## src/rtl/ser_tx_pkg.sv

```systemverilog
package ser_tx_pkg;

  typedef enum logic [1:0] {
    TX_IDLE  = 2'd0,
    TX_START = 2'd1,
    TX_DATA  = 2'd2,
    TX_STOP  = 2'd3
  } tx_phase_e;

  typedef struct packed {
    logic [1:0] wlen;
    logic       stop2;
    logic       ir;
  } tx_fmt_t;

endpackage

```

## src/rtl/ser_tx_bitseq.sv

```systemverilog
module ser_tx_bitseq
  import ser_tx_pkg::*;
#(
  parameter int DATA_W = 8,
  parameter int OVS    = 16
) (
  input  logic              clk,
  input  logic              rst_n,
  input  logic              tick,
  input  logic              load,
  input  logic [DATA_W-1:0] data,
  input  tx_fmt_t           fmt_in,
  output logic              busy,
  output logic              bit_level,
  output logic [$clog2(OVS)-1:0] sub_idx,
  output tx_fmt_t           fmt_q
);
  localparam int SUB_W = $clog2(OVS);
  localparam int BIT_W = $clog2(DATA_W);
  localparam int MIN_W = DATA_W - 3;
  localparam logic [SUB_W-1:0] SUB_LAST = SUB_W'(OVS - 1);

  tx_phase_e         phase;
  logic [DATA_W-1:0] shreg;
  logic [SUB_W-1:0]  sub_cnt;
  logic [BIT_W-1:0]  left_cnt;
  logic              bit_end;

  assign bit_end = tick && (sub_cnt == SUB_LAST);

  always_ff @(posedge clk or negedge rst_n) begin
    if (!rst_n) begin
      phase    <= TX_IDLE;
      shreg    <= '0;
      sub_cnt  <= '0;
      left_cnt <= '0;
      fmt_q    <= '0;
    end else if (phase == TX_IDLE) begin
      if (load) begin
        phase   <= TX_START;
        shreg   <= data;
        fmt_q   <= fmt_in;
        sub_cnt <= '0;
      end
    end else if (bit_end) begin
      sub_cnt <= '0;
      unique case (phase)
        TX_START: begin
          phase    <= TX_DATA;
          left_cnt <= BIT_W'(MIN_W - 1) + BIT_W'(fmt_q.wlen);
        end
        TX_DATA: begin
          shreg <= shreg >> 1;
          if (left_cnt == '0) begin
            phase    <= TX_STOP;
            left_cnt <= BIT_W'(fmt_q.stop2);
          end else begin
            left_cnt <= left_cnt - 1'b1;
          end
        end
        TX_STOP: begin
          if (left_cnt == '0) phase <= TX_IDLE;
          else                left_cnt <= left_cnt - 1'b1;
        end
        default: phase <= TX_IDLE;
      endcase
    end else if (tick) begin
      sub_cnt <= sub_cnt + 1'b1;
    end
  end

  always_comb begin
    unique case (phase)
      TX_START: bit_level = 1'b0;
      TX_DATA:  bit_level = shreg[0];
      default:  bit_level = 1'b1;
    endcase
  end

  assign busy    = (phase != TX_IDLE);
  assign sub_idx = sub_cnt;

endmodule

```

## src/rtl/ser_tx_shaper.sv

```systemverilog
module ser_tx_shaper #(
  parameter int OVS         = 16,
  parameter int PULSE_TICKS = 3
) (
  input  logic                   ir_sel,
  input  logic                   level,
  input  logic [$clog2(OVS)-1:0] sub_idx,
  output logic                   line
);
  localparam int SUB_W = $clog2(OVS);
  localparam logic [SUB_W-1:0] PULSE_END = SUB_W'(PULSE_TICKS);

  logic pulse_win;
  assign pulse_win = (sub_idx < PULSE_END);

  always_comb begin
    if (ir_sel) line = !level && pulse_win;
    else        line = level;
  end

endmodule

```

## src/rtl/ser_frame_tx.sv

```systemverilog
module ser_frame_tx
  import ser_tx_pkg::*;
#(
  parameter int DATA_W      = 8,
  parameter int OVS         = 16,
  parameter int PULSE_TICKS = 3
) (
  input  logic              clk,
  input  logic              rst_n,
  input  logic              tick16,
  input  logic              in_valid,
  output logic              in_ready,
  input  logic [DATA_W-1:0] in_data,
  input  logic [1:0]        word_len,
  input  logic              two_stop,
  input  logic              ir_mode,
  output logic              tx_line,
  output logic              busy
);
  localparam int SUB_W = $clog2(OVS);

  tx_fmt_t          fmt_live;
  tx_fmt_t          fmt_hold;
  logic             level;
  logic [SUB_W-1:0] sub_idx;
  logic             ir_sel;

  assign fmt_live = '{wlen: word_len, stop2: two_stop, ir: ir_mode};
  assign in_ready = !busy;

  ser_tx_bitseq #(.DATA_W(DATA_W), .OVS(OVS)) u_seq (
    .clk       (clk),
    .rst_n     (rst_n),
    .tick      (tick16),
    .load      (in_valid && in_ready),
    .data      (in_data),
    .fmt_in    (fmt_live),
    .busy      (busy),
    .bit_level (level),
    .sub_idx   (sub_idx),
    .fmt_q     (fmt_hold)
  );

  assign ir_sel = busy ? fmt_hold.ir : ir_mode;

  ser_tx_shaper #(.OVS(OVS), .PULSE_TICKS(PULSE_TICKS)) u_shape (
    .ir_sel  (ir_sel),
    .level   (level),
    .sub_idx (sub_idx),
    .line    (tx_line)
  );

endmodule

```

## config.mk

```make
export PLATFORM = sky130hd
export DESIGN_NAME = ser_frame_tx
export DESIGN_NICKNAME = d
export VERILOG_FILES = /design/src/rtl/ser_tx_pkg.sv /design/src/rtl/ser_tx_bitseq.sv /design/src/rtl/ser_tx_shaper.sv /design/src/rtl/ser_frame_tx.sv
export SDC_FILE = /design/constraint.sdc
export NUM_CORES = 1
export LEC_CHECK = 0
export ABC_AREA = 1
export BUFFER_PORTS_ARGS = -buffer_cell sky130_fd_sc_hd__buf_2
export CORE_MARGIN = 10
export CORE_UTILIZATION = 59
export CTS_CLUSTER_SIZE = 30
export DETAILED_ROUTE_END_ITERATION = 7
export HOLD_SLACK_MARGIN = 0.08
export PLACE_DENSITY = 0.82
export REMOVE_ABC_BUFFERS = 1
export SLEW_MARGIN = 10
export SYNTH_ARGS = -nofsm -noshare
export SYNTH_HDL_FRONTEND = slang
export SYNTH_SLANG_ARGS = --single-unit
```

## constraint.sdc

```tcl
create_clock -name clk -period 3.1 [get_ports clk]
set_input_delay 0.93 -clock clk [delete_from_list [all_inputs] [get_ports clk]]
set_output_delay 0.93 -clock clk [all_outputs]
set_load 0.01 [all_outputs]
```

== Yosys cells after proc, flatten, opt, wreduce, memory -nomap -nowiden ==
Cells that the tools add are included.
Storage, ports and cells
  output and inout port bits: 3
  bits of input ports: 16
  word-level logic and storage cells: 57
  register bits: 21
Cells by class
  reduce and logical (&&, ||, !) cells: 17
  multiplexer cells: 20
  magnitude comparators: 1
  $add $sub $neg: 3
  bitwise logic cells: 1
  equal/unequal tests: 8
Operators by type and width (number)
  $mux 8: 4
  $mux 4: 4
  $mux 2: 5
  $pmux 3 s3: 1
  $reduce_and 4->1: 2
  $mux 3: 2
  $ne 3x1->1 const B: 2
  $pmux 2 s3: 1
  $reduce_bool 2->1: 3
  $reduce_bool 3->1: 2
  $add 4x1->4 const B: 1
  $eq 2x2->1 const B: 2
  $eq 4x4->1 const B: 1
  $lt 4x2->1 const B: 1
  $reduce_and 2->1: 2
  $add 3x2->3 const A: 1
  $logic_and 1x1->1: 3
  $logic_not 3->1: 1
  $reduce_and 3->1: 1
  $sub 3x1->3 const B: 1
  $eq 2x1->1 const B: 1
  $logic_not 1->1: 2
  $logic_not 2->1: 1
  $mux 1: 2
  4 further kinds: 4

== Logic depth before layout (Yosys ltp) ==
  depth after elaboration: 5
  gate-level depth with buffers: 8
  mapped depth without buffers: 8

== Hierarchy ==
From an unflattened synthesis, not the netlist that was laid out.
Second synthesis, totals
  cells, all modules: 180
  area total of the unflattened synthesis: 1317.5 um^2
By module, submodules not included
  ser_tx_bitseq: cells each 167, times used 1, seq. area each 525.5 um^2, area each 1262.5 um^2
  ser_tx_shaper: cells each 7, times used 1, seq. area each 0.0 um^2, area each 30.0 um^2
  ser_frame_tx: cells each 6, times used 1, seq. area each 0.0 um^2, area each 25.0 um^2

== Worst setup path after synthesis ==
Ideal clock, no wire load.
  path kind: input to output
  start: input port ir_mode
  end: output port tx_line
  stages: 3
  arrival: 1.307 ns
  path slack: 0.863 ns
  data required time: 2.170 ns
  buffers on the path: 0
  path through: nand2_1 -> nand2_1 -> o21ai_0
Between the ends
  longest elaborated chain between the ends: 2
Ends and longest elaborated chain
  start, declared: RTL line ser_frame_tx.sv:16  | input logic ir_mode,
  $mux 1: RTL line ser_frame_tx.sv:44  | assign ir_sel = busy ? fmt_hold.ir : ir_mode;
  $mux 1: RTL line ser_tx_shaper.sv:17  | if (ir_sel) line = !level && pulse_win;
  end, declared: RTL line ser_frame_tx.sv:17  | output logic tx_line,
No other way between the ends.

== Worst setup path in the final report ==
  start: register u_seq.phase[1]
  end: output port tx_line
Between the ends
  longest elaborated chain between the ends: 5
  elaborated cells between the ends (all ways): 8
  classes of those cells: eq/ne: 2; mux: 3; reduce/logical: 3
Ends and longest elaborated chain
  start, declared: RTL line ser_tx_bitseq.sv:23  | tx_phase_e phase;
  start signal, assigned: RTL line ser_tx_bitseq.sv:33  | phase <= TX_IDLE;
  start signal, assigned: RTL line ser_tx_bitseq.sv:40  | phase <= TX_START;
  start signal, assigned: RTL line ser_tx_bitseq.sv:49  | phase <= TX_DATA;
  $eq 2x2->1 / $eq 2x1->1 (equally long branches): RTL line ser_tx_bitseq.sv:73  | unique case (phase)
  $pmux 1 s2: RTL line ser_tx_bitseq.sv:73
  $logic_not 1->1: RTL line ser_tx_shaper.sv:17
  $logic_and 1x1->1: RTL line ser_tx_shaper.sv:17
  $mux 1 (*): RTL line ser_tx_shaper.sv:17
Mark *: on every way between the ends. The rest lies on a longest branch, timed or not.

==> flow_summary.ini <==
[status]
status = finished clean

[floorplanning]
die_h_um = 65.7
die-area_um2 = 4320
initial_utilization = 0.622
fp-row-count = 16
core_um2 = 1980
fp.dieW_um = 65.7
num_io_pins = 19

[clock_network]
cts_setup_buffers = 0
cts_inserted_buffers = 3
path_clk_slew_ns = 0.12
clk_latency_ns = 0.30
cts_tree = done
root_buffer = clkbuf_4
cts.sink_count = 21
clk_path_buf_depth = 2
ctsHoldBuffers = 0
cts_max_level = 1
cts-resized-gates = 0

[yosys]
synth-edff-count = 0
ys_seq_area_frac = 0.426
synthTopCellsByCount = nand2_1, dfrtp_1, nand3_1, inv_1, ha_1
yosysTopAreaCellShare = 0.426
synth.most_common_cell = nand2_1
ys_seq_elements = 21
synth_top_area_cell = dfrtp_1
postSynthAreaPerCell_um2 = 7.17
ys_warn_count = 0
synth_ff_type = dfrtp_1
synthArstFlopShare = 1.00
synth_area_leaders = dfrtp_1, nand2_1, ha_1
synthDistinctLibCells = 15
synth_area_um2 = 1230
postSynthCellCount = 172

[timing]
maxSlewHeadroom = 0.685
fin_setup_tns_ns = 0
max_freq_mhz = 373
clock-skew-final_ns = 0.00102
setup_violations = 0
finalMaxSlewViolations = 0
hold_slack_ns = 0.490
period_needed_ns = 2.68
hold_viol_final = 0
rsz0062_at_grt = no
period_share = 0.866
worstMarginPinSlew_ns = 0.472

[worst_setup_path]
cp-startpoint = u_seq.phase[1]
crit_arrival_ns = 1.75
timing.rr.start = u_seq.phase[1]
rrSetupSlack_ns = 1.15
crit_buf_inv = 3
cp-end-kind = primary output
path_max_fanout = 12
rr_worst_depth = 8
critPathRequiredTime_ns = 2.17
crit_chain = inv_1, ha_1, inv_1, nand2_1, nand2_1, nand3_1, o21ai_0, buf_2
worstSetupStartpointType = flop
reg2reg_to = u_seq.shreg[0]
critPathTopFamily = flip-flops
slowest_stage = dfrtp_1
crit_type = reg2out
max_stage_delay_ns = 0.44

[routing]
drc = 0
wl_mm = 2.61
post_drt_via_cell_ratio = 4.97
wl_per_cell_um = 11.9
ant_nets = 0
drtIter0Drc = 38
vias = 1089
drt-pass1-iter-count = 4

[place]
place_congestion = 0.958
port_buffers = 18
dp_hpwl_mm = 2.01

[min_path]
holdPathStages = 2
hp-start = u_seq.shreg[4]
hold-path-endpoint = u_seq.shreg[4]
hold_path_class = reg2reg

[power_and_ir_drop]
power.density_nw_per_um2 = 855
power_mw = 1.17
p_leak_nw = 0.792
vdd.ir_drop.worst_mv = 0.543

[grt]
grt_start_max_net_pins = 22
grt_overflow = 0
antenna_found_initial = 0
grt_pass1_vias = 1142
grt_pass1_wl_mm = 4.80
grt_use_total = 0.134

[layout]
synthToLayoutAreaGrowth_pct = 11.1
antenna_cells = 0
final_util = 0.691
fin_nets = 217
layout-drive-gt1-share = 0.141

[run]
cap_violations = 0
per-layer routing:
layer  up-vias  part of all wire  GRT usage  wire (um)
li1        573                 -          -          -
met4         0             0.013     0.0535         33
met3         4             0.050     0.0305        131
met1       486              0.46      0.158       1200
met5         -                 0          0          0
met2        26              0.48      0.229       1250
how the worst max path moves through the flow:
stage	endpoint	slack [ns]	cells past startpoint
6_report	tx_line	0.42	8
5_1_grt	tx_line	0.26	8
4_1_cts	tx_line	0.41	8
3_5_place_dp	tx_line	0.72	6
3_3_place_gp	tx_line	0.73	6
2_1_floorplan	tx_line	0.60	6
state kept, by name, summed over array words and instances (netlist names):
name	count
u_seq.left_cnt	3
u_seq.sub_idx	4
u_seq.shreg	8
u_seq.phase	2
u_seq.fmt_q	4
power breakdown:
group	internal [mW]	switching [mW]
Clock	0.0501	0.0830
Sequential	0.376	0.0794
Combinational	0.207	0.376
Total	0.633	0.538
cells in the final DEF, fill, tap and decap left out, drive strengths merged, types with 2 or more instances in the layout:
cell and instances:
clkbuf 4, a21oi 2, nand3 19, ha 8, nand2 90, inv 14, nor2 8, dfrtp 21
buf 19, o21ai 4
through the flow:
step / area [um^2] / setup WS [ns] / instances
after detailed placement: 1340 / 0.718 / 215
after global placement: 1340 / 0.731 / 215
after floorplan: 1210 / 0.605 / 169
after global routing: 1370 / 0.263 / 219
final: 1370 / 0.416 / 219
after CTS: 1370 / 0.406 / 219
worst min-delay path: cells and delay by family, from the launching register on:
kind	cells	cell delay, ns
flip-flops	1	0.36
AND/OR/NAND/NOR	2	0.10
final cells by class:
| class | instances | area, um^2 |
|---|---|---|
| well taps | 27 | 33.8 |
| flip-flops and latches | 21 | 526 |
| repair buffers | 19 | 97.6 |
| inverters | 14 | 52.6 |
| multi-input cells | 134 | 633 |
| fillers | 169 | 613 |
| clock buffers | 4 | 26.3 |
cell families after synthesis:
family | share of synthesized area
buffers and inverters | 0.0599
XOR/XNOR | 0.0142
AO/OA/AOI/OAI | 0.0244
adder cells (fa/ha/maj) | 0.0812
AND/OR/NAND/NOR | 0.394
flip-flops | 0.426
(Power assumes the default switching activity.)
